### src/rtl/brtrace_pkg.sv
package brtrace_pkg;
  typedef enum logic {
    CAP_WRAP = 1'b0,
    CAP_HALT = 1'b1
  } cap_mode_e;
endpackage

### src/rtl/brtrace_cnt.sv
// Running retire counter and record former.
module brtrace_cnt #(
  parameter int ADDR_W = 32,
  parameter int CNT_W  = 6
) (
  input  logic              clk,
  input  logic              rst_n,
  input  logic              run,
  input  logic              flush,
  input  logic              p0,
  input  logic              p1,
  input  logic              br,
  input  logic [ADDR_W-1:0] tgt,
  output logic              rec_wr,
  output logic              rec_sat,
  output logic [CNT_W:0]    rec_cnt,
  output logic [ADDR_W-1:0] rec_tgt
);
  localparam logic [CNT_W:0] LIM = (CNT_W+1)'((1 << CNT_W) - 1);

  logic [CNT_W-1:0] cnt_q, cnt_d;
  logic [CNT_W:0]   sum;

  always_comb begin
    sum     = {1'b0, cnt_q} + (CNT_W+1)'(p0) + (CNT_W+1)'(p1);
    rec_wr  = run && (br || (sum >= LIM));
    rec_sat = !br;
    rec_cnt = sum;
    rec_tgt = br ? tgt : '0;
    cnt_d   = cnt_q;
    if (flush)       cnt_d = '0;
    else if (rec_wr) cnt_d = '0;
    else if (run)    cnt_d = sum[CNT_W-1:0];
  end

  always_ff @(posedge clk or negedge rst_n) begin
    if (!rst_n) cnt_q <= '0;
    else        cnt_q <= cnt_d;
  end
endmodule

### src/rtl/brtrace_fifo.sv
// Record queue with optional overwrite of the oldest entry.
module brtrace_fifo #(
  parameter int W     = 16,
  parameter int DEPTH = 8
) (
  input  logic                       clk,
  input  logic                       rst_n,
  input  logic                       flush,
  input  logic                       wr,
  input  logic [W-1:0]               wdata,
  input  logic                       pop_req,
  input  logic                       wrap,
  output logic                       valid,
  output logic [W-1:0]               rdata,
  output logic                       full,
  output logic                       full_nxt,
  output logic                       pop,
  output logic                       ovwr,
  output logic [$clog2(DEPTH):0]     occ
);
  localparam int PW = (DEPTH > 1) ? $clog2(DEPTH) : 1;
  localparam logic [PW:0] DFULL = (PW+1)'(DEPTH);

  logic [W-1:0]  mem [DEPTH];
  logic [PW-1:0] wp_q, wp_d, rp_q, rp_d;
  logic [PW:0]   occ_q, occ_d;
  logic          push;

  function automatic logic [PW-1:0] nxt(input logic [PW-1:0] p);
    return (p == PW'(DEPTH - 1)) ? '0 : p + 1'b1;
  endfunction

  always_comb begin
    valid = (occ_q != '0);
    full  = (occ_q == DFULL);
    pop   = pop_req && valid;
    ovwr  = wr && full && !pop && wrap;
    push  = wr && (!full || pop || wrap);
    wp_d  = push ? nxt(wp_q) : wp_q;
    rp_d  = (pop || ovwr) ? nxt(rp_q) : rp_q;
    occ_d = occ_q;
    if (push && !pop && !ovwr) occ_d = occ_q + 1'b1;
    else if (pop && !push)     occ_d = occ_q - 1'b1;
    if (flush) begin
      wp_d  = '0;
      rp_d  = '0;
      occ_d = '0;
    end
    full_nxt = (occ_d == DFULL);
    rdata    = mem[rp_q];
    occ      = occ_q;
  end

  always_ff @(posedge clk or negedge rst_n) begin
    if (!rst_n) begin
      wp_q  <= '0;
      rp_q  <= '0;
      occ_q <= '0;
    end else begin
      wp_q  <= wp_d;
      rp_q  <= rp_d;
      occ_q <= occ_d;
    end
  end

  always_ff @(posedge clk) begin
    if (push && !flush) mem[wp_q] <= wdata;
  end
endmodule

### src/rtl/brtrace_ctrl.sv
// Enable, mode, overwrite flag and halt request.
module brtrace_ctrl
  import brtrace_pkg::*;
(
  input  logic      clk,
  input  logic      rst_n,
  input  logic      cap_en,
  input  logic      mode_sel,
  input  logic      full,
  input  logic      full_nxt,
  input  logic      pop,
  input  logic      ovwr,
  input  logic      ovf_clr,
  input  logic      halt_ack,
  output logic      en_q,
  output cap_mode_e mode_q,
  output logic      flush,
  output logic      run,
  output logic      ovf_q,
  output logic      halt_q
);
  cap_mode_e mode_d;
  logic      halt_d, ovf_d, freeze;

  always_comb begin
    flush  = !en_q && (cap_mode_e'(mode_sel) != mode_q);
    mode_d = en_q ? mode_q : cap_mode_e'(mode_sel);
    freeze = (mode_q == CAP_HALT) && (halt_q || (full && !pop));
    run    = en_q && !freeze;
    if (!en_q || mode_q == CAP_WRAP) halt_d = 1'b0;
    else if (halt_q)                 halt_d = !halt_ack;
    else                             halt_d = full_nxt;
    if (ovwr)         ovf_d = 1'b1;
    else if (ovf_clr) ovf_d = 1'b0;
    else              ovf_d = ovf_q;
  end

  always_ff @(posedge clk or negedge rst_n) begin
    if (!rst_n) begin
      en_q   <= 1'b0;
      mode_q <= CAP_WRAP;
      halt_q <= 1'b0;
      ovf_q  <= 1'b0;
    end else begin
      en_q   <= cap_en;
      mode_q <= mode_d;
      halt_q <= halt_d;
      ovf_q  <= ovf_d;
    end
  end
endmodule

### src/rtl/brtrace_buf.sv
module brtrace_buf
  import brtrace_pkg::*;
#(
  parameter int ADDR_W = 32,
  parameter int CNT_W  = 6,
  parameter int DEPTH  = 8
) (
  input  logic              clk,
  input  logic              rst_n,
  input  logic              pipe0_done,
  input  logic              pipe1_done,
  input  logic              br_taken,
  input  logic [ADDR_W-1:0] br_target,
  input  logic              cap_en,
  input  logic              mode_sel,
  input  logic              rd_req,
  output logic              rd_valid,
  output logic              rd_sat,
  output logic [CNT_W:0]    rd_count,
  output logic [ADDR_W-1:0] rd_target,
  input  logic              ovf_clr,
  output logic              ovf_flag,
  input  logic              halt_ack,
  output logic              halt_req
);
  localparam int REC_W = 1 + (CNT_W + 1) + ADDR_W;
  localparam int OW    = $clog2(DEPTH) + 1;

  logic [1:0]        rs_q;
  logic              rst_s;
  logic              en_q, flush, run, full, full_nxt, pop, ovwr;
  cap_mode_e         mode_q;
  logic              rec_wr, rec_sat;
  logic [CNT_W:0]    rec_cnt;
  logic [ADDR_W-1:0] rec_tgt;
  logic [REC_W-1:0]  head;
  logic [OW-1:0]     occ;

  always_ff @(posedge clk or negedge rst_n) begin
    if (!rst_n) rs_q <= 2'b00;
    else        rs_q <= {rs_q[0], 1'b1};
  end
  assign rst_s = rs_q[1];

  brtrace_ctrl ctrl_i (
    .clk(clk), .rst_n(rst_s), .cap_en(cap_en), .mode_sel(mode_sel),
    .full(full), .full_nxt(full_nxt), .pop(pop), .ovwr(ovwr),
    .ovf_clr(ovf_clr), .halt_ack(halt_ack), .en_q(en_q), .mode_q(mode_q),
    .flush(flush), .run(run), .ovf_q(ovf_flag), .halt_q(halt_req)
  );

  brtrace_cnt #(.ADDR_W(ADDR_W), .CNT_W(CNT_W)) cnt_i (
    .clk(clk), .rst_n(rst_s), .run(run), .flush(flush),
    .p0(pipe0_done), .p1(pipe1_done), .br(br_taken), .tgt(br_target),
    .rec_wr(rec_wr), .rec_sat(rec_sat), .rec_cnt(rec_cnt), .rec_tgt(rec_tgt)
  );

  brtrace_fifo #(.W(REC_W), .DEPTH(DEPTH)) fifo_i (
    .clk(clk), .rst_n(rst_s), .flush(flush), .wr(rec_wr),
    .wdata({rec_sat, rec_cnt, rec_tgt}), .pop_req(rd_req),
    .wrap(mode_q == CAP_WRAP), .valid(rd_valid), .rdata(head),
    .full(full), .full_nxt(full_nxt), .pop(pop), .ovwr(ovwr), .occ(occ)
  );

  assign {rd_sat, rd_count, rd_target} = head;
endmodule

### config.mk
export PLATFORM = sky130hd
export DESIGN_NAME = brtrace_buf
export DESIGN_NICKNAME = d
export VERILOG_FILES = /design/src/rtl/brtrace_pkg.sv /design/src/rtl/brtrace_cnt.sv /design/src/rtl/brtrace_fifo.sv /design/src/rtl/brtrace_ctrl.sv /design/src/rtl/brtrace_buf.sv
export SDC_FILE = /design/constraint.sdc
export NUM_CORES = 1
export LEC_CHECK = 0
export ABC_AREA = 1
export ABC_CLOCK_PERIOD_IN_PS = 4200
export BUFFER_PORTS_ARGS = -buffer_cell sky130_fd_sc_hd__buf_2
export CORE_MARGIN = 5
export CORE_UTILIZATION = 65
export CTS_CLUSTER_DIAMETER = 40
export CTS_CLUSTER_SIZE = 14
export DETAILED_ROUTE_END_ITERATION = 12
export PLACE_DENSITY = 0.84
export SKIP_LAST_GASP = 1
export SLEW_MARGIN = 20
export SYNTH_ARGS = -nofsm -noshare
export SYNTH_HDL_FRONTEND = slang
export SYNTH_HIERARCHICAL = 1
export SYNTH_SLANG_ARGS = --single-unit
### constraint.sdc
create_clock -name clk -period 4.2 [get_ports clk]
set_clock_uncertainty 0.15 [all_clocks]
set_input_delay 0.21 -clock clk [delete_from_list [all_inputs] [get_ports clk]]
set_output_delay 0.21 -clock clk [all_outputs]
set_load 0.02 [all_outputs]
==> flow_summary.ini <==
[run_status]
status = complete, no violations

[logic_synthesis]
synth_commonest_cells = edfxtp_1, nor2_1, nand2_1
ys_seq_area_share_pct = 71.2
synth_edf_count = 320
ys_warn_count = 6
ys_ff_latch = 342
synth_cell_types = 37
syn_area_sq_um = 14300
synth.net_count = 1235
ys_top_cells_by_area = edfxtp_1, nor2_1, nand2_1, o32ai_1, dfrtp_1
netlist.area_leader.share_pct = 67.4
async_reset_ff_share_pct = 6.43
synth_area_per_cell_sq_um = 12.0
yosysMostFrequentCell = edfxtp_1
dominantRegCellSynth = edfxtp_1
syn-instance-count = 1185
yosys.area.top_type = edfxtp_1

[critical_path]
cp_max_fo = 96
cp_cell_sequence = buf_4 -> nor2_1 -> o32ai_1 -> nand2_1 -> nand2_1 -> buf_2
crit_path_frequent_cell = nand2_1
arrival_ps = 3340
critPathRequiredTime_ps = 3840
cp_top_family = flip-flops
slowest_stage = dfrtp_4
slowest_delay_ps = 1110
path_class = flop to output pin
cp_num_buf_inv = 2
cp-end-kind = output pin
cp-start-kind = flop

[finish]
drive_above_1_share_pct = 14.7
n_fill_cell = 1270
seq_area_sq_um = 10200
multi_input_area_sq_um = 3460
antennaDiodeCount = 0
finish.net_count = 1338
syn2layout_area_growth_pct = 15.7
fin_cells = 1596
final_cell_area_sq_um = 16500
final_util_pct = 76.1

[sta]
rsz0062_at_grt = no
setup_viol = 0
slew_headroom_pct = 30.5
post-route-period-util_pct = 88.2
slew_viol_final = 0
finalHoldViolations = 0
fin_ws_ps = 498
tightest_slew_ps = 1040
fin_crit_ps = 3700
fmax_mhz = 270
hold_ws_ps = 26.6

[detailed_routing]
avgViaCountPerCell = 5.92
drc = 0
post_drt_wl_per_cell_um = 19.3
firstDrtPassIters = 5
wirelength_mm = 30.9
vias = 9446
ant_nets = 0
drt-initial-drc-count = 1052

[die]
die_h_um = 158
std_cell_rows = 54
core_area_sq_um = 21700
start_util_pct = 65.8
die_w_um = 158
design.die.area_sq_um = 25000
ios = 85

[cts]
cts_max_level = 2
post_cts_buffers = 0
cts_sinks = 342
clock_latency_ps = 520
clk_pin_slew_ps = 60
cts_buffer_depth = 3
numCtsBuffers = 38
cts_tree = yes
cts-root-buf = clkbuf_16

[placement]
dp_slack_ps = 624
gp_congestion = 0.819
dp_hpwl_mm = 15.8
port_buffers = 84
place_area_sq_um = 14900
placedCellCount = 1495

[power_and_ir_drop]
p_leak_nw = 6.31
power_density_nw_per_um2 = 646
ir_worst_vdd_v = 0.000551

[min_path]
hold_path.class = primary input to flop

[global_route]
grt_pass1_wl_mm = 48.4
grt.total_usage_pct = 24.9
gr-total-overflow = 0
antenna_found_initial = 0
grt_max_degree = 163
grt_pass1_vias = 9510

[run]
cap_violations = 0
cell families after synthesis:
logic type / Yosys count / share of synthesized area [%]
other: 1 / 0.0263
DFF: 342 / 71.2
buffers and inverters: 142 / 4.96
xor gates and xnor gates: 2 / 0.123
adders and majority gates: 8 / 0.754
AOI/OAI and AO/OA: 171 / 8.17
and+or+nand+nor: 519 / 14.7
cells in the final DEF, fill, tap and decap left out, drive strengths merged:
master / n
a21oi: 2
buf: 97
bufinv: 5
clkbuf: 43
clkinv: 9
clkinvlp: 3
conb: 1
dfrtp: 22
dlygate4sd3: 33
edfxtp: 320
fa: 1
ha: 7
inv: 83
nand2: 220
nand3: 22
nand3b: 1
nand4: 4
nor2: 270
nor3: 1
o21ai: 86
o21bai: 2
o22ai: 1
o32ai: 80
or2: 1
xnor2: 1
xor2: 1
per-stage QoR:
| stage | setup TNS, ps | power (W) |
|---|---|---|
| global route | 0 | 0.0112 |
| CTS | 0 | 0.0107 |
| floorplan | -82890 | 0.00647 |
| detailed placement | 0 | 0.00727 |
| global placement | 0 | 0.00716 |
| finish | 0 | 0.0107 |
tightest hold or removal path, stage by stage:
cell	delay, ps
buf_2	100
nand2_1	50
inv_1	130
layout make-up:
cell class | count | share of cell area, %
Clock buffer | 43 | 6.00
Tap cell | 280 | 2.12
Clock inverter | 25 | 1.76
Inverter | 75 | 1.77
Sequential cell | 342 | 61.6
Multi-Input combinational cell | 701 | 20.9
Timing Repair Buffer | 130 | 5.82
power by group:
group	leakage (nW)	switching [W]	internal [W]
logic	2.46	0.00214	0.000975
registers	3.23	0.000266	0.00391
clock network	0.619	0.00133	0.00203
repair_timing:
item	CTS	global route
resized for setup	0	0
hold buffers	33	0
hold endpoints to repair	217	0
worst paths after layout:
path                                     end  depth (start not counted)           start  slack (ps)
max reg2reg                fifo_i/mem[6][28]                         13  cnt_i/cnt_q[0]         600
min reg2reg                   fifo_i/rp_q[1]                          0         rs_q[1]         190
max in group asynchronous     fifo_i/rp_q[0]                          0         rs_q[1]        3080
min                        fifo_i/mem[6][18]                          3   br_target[18]          30
min in group asynchronous     fifo_i/rp_q[1]                          0         rs_q[1]         190
max                                   rd_sat                          6  fifo_i/rp_q[0]         500
sequential cells by signal (all words and copies together), names as in the netlist:
register / flops
ctrl_i/halt_q: 1
fifo_i/mem: 320
ctrl_i/mode_q: 1
rs_q: 2
cnt_i/cnt_q: 6
fifo_i/occ: 4
ctrl_i/en_q: 1
ctrl_i/ovf_q: 1
fifo_i/rp_q: 3
fifo_i/wp_q: 3
layer usage:
metal  part of all wire, %  vias to the layer above  GRT usage [%]
met5                     0                        -              0
met4                   2.6                        0           8.49
met3                   7.4                       76           4.40
met2                    51                      423           42.2
met1                    39                     4589           33.0
li1                      -                     4358              -
(Power assumes the default switching activity.)
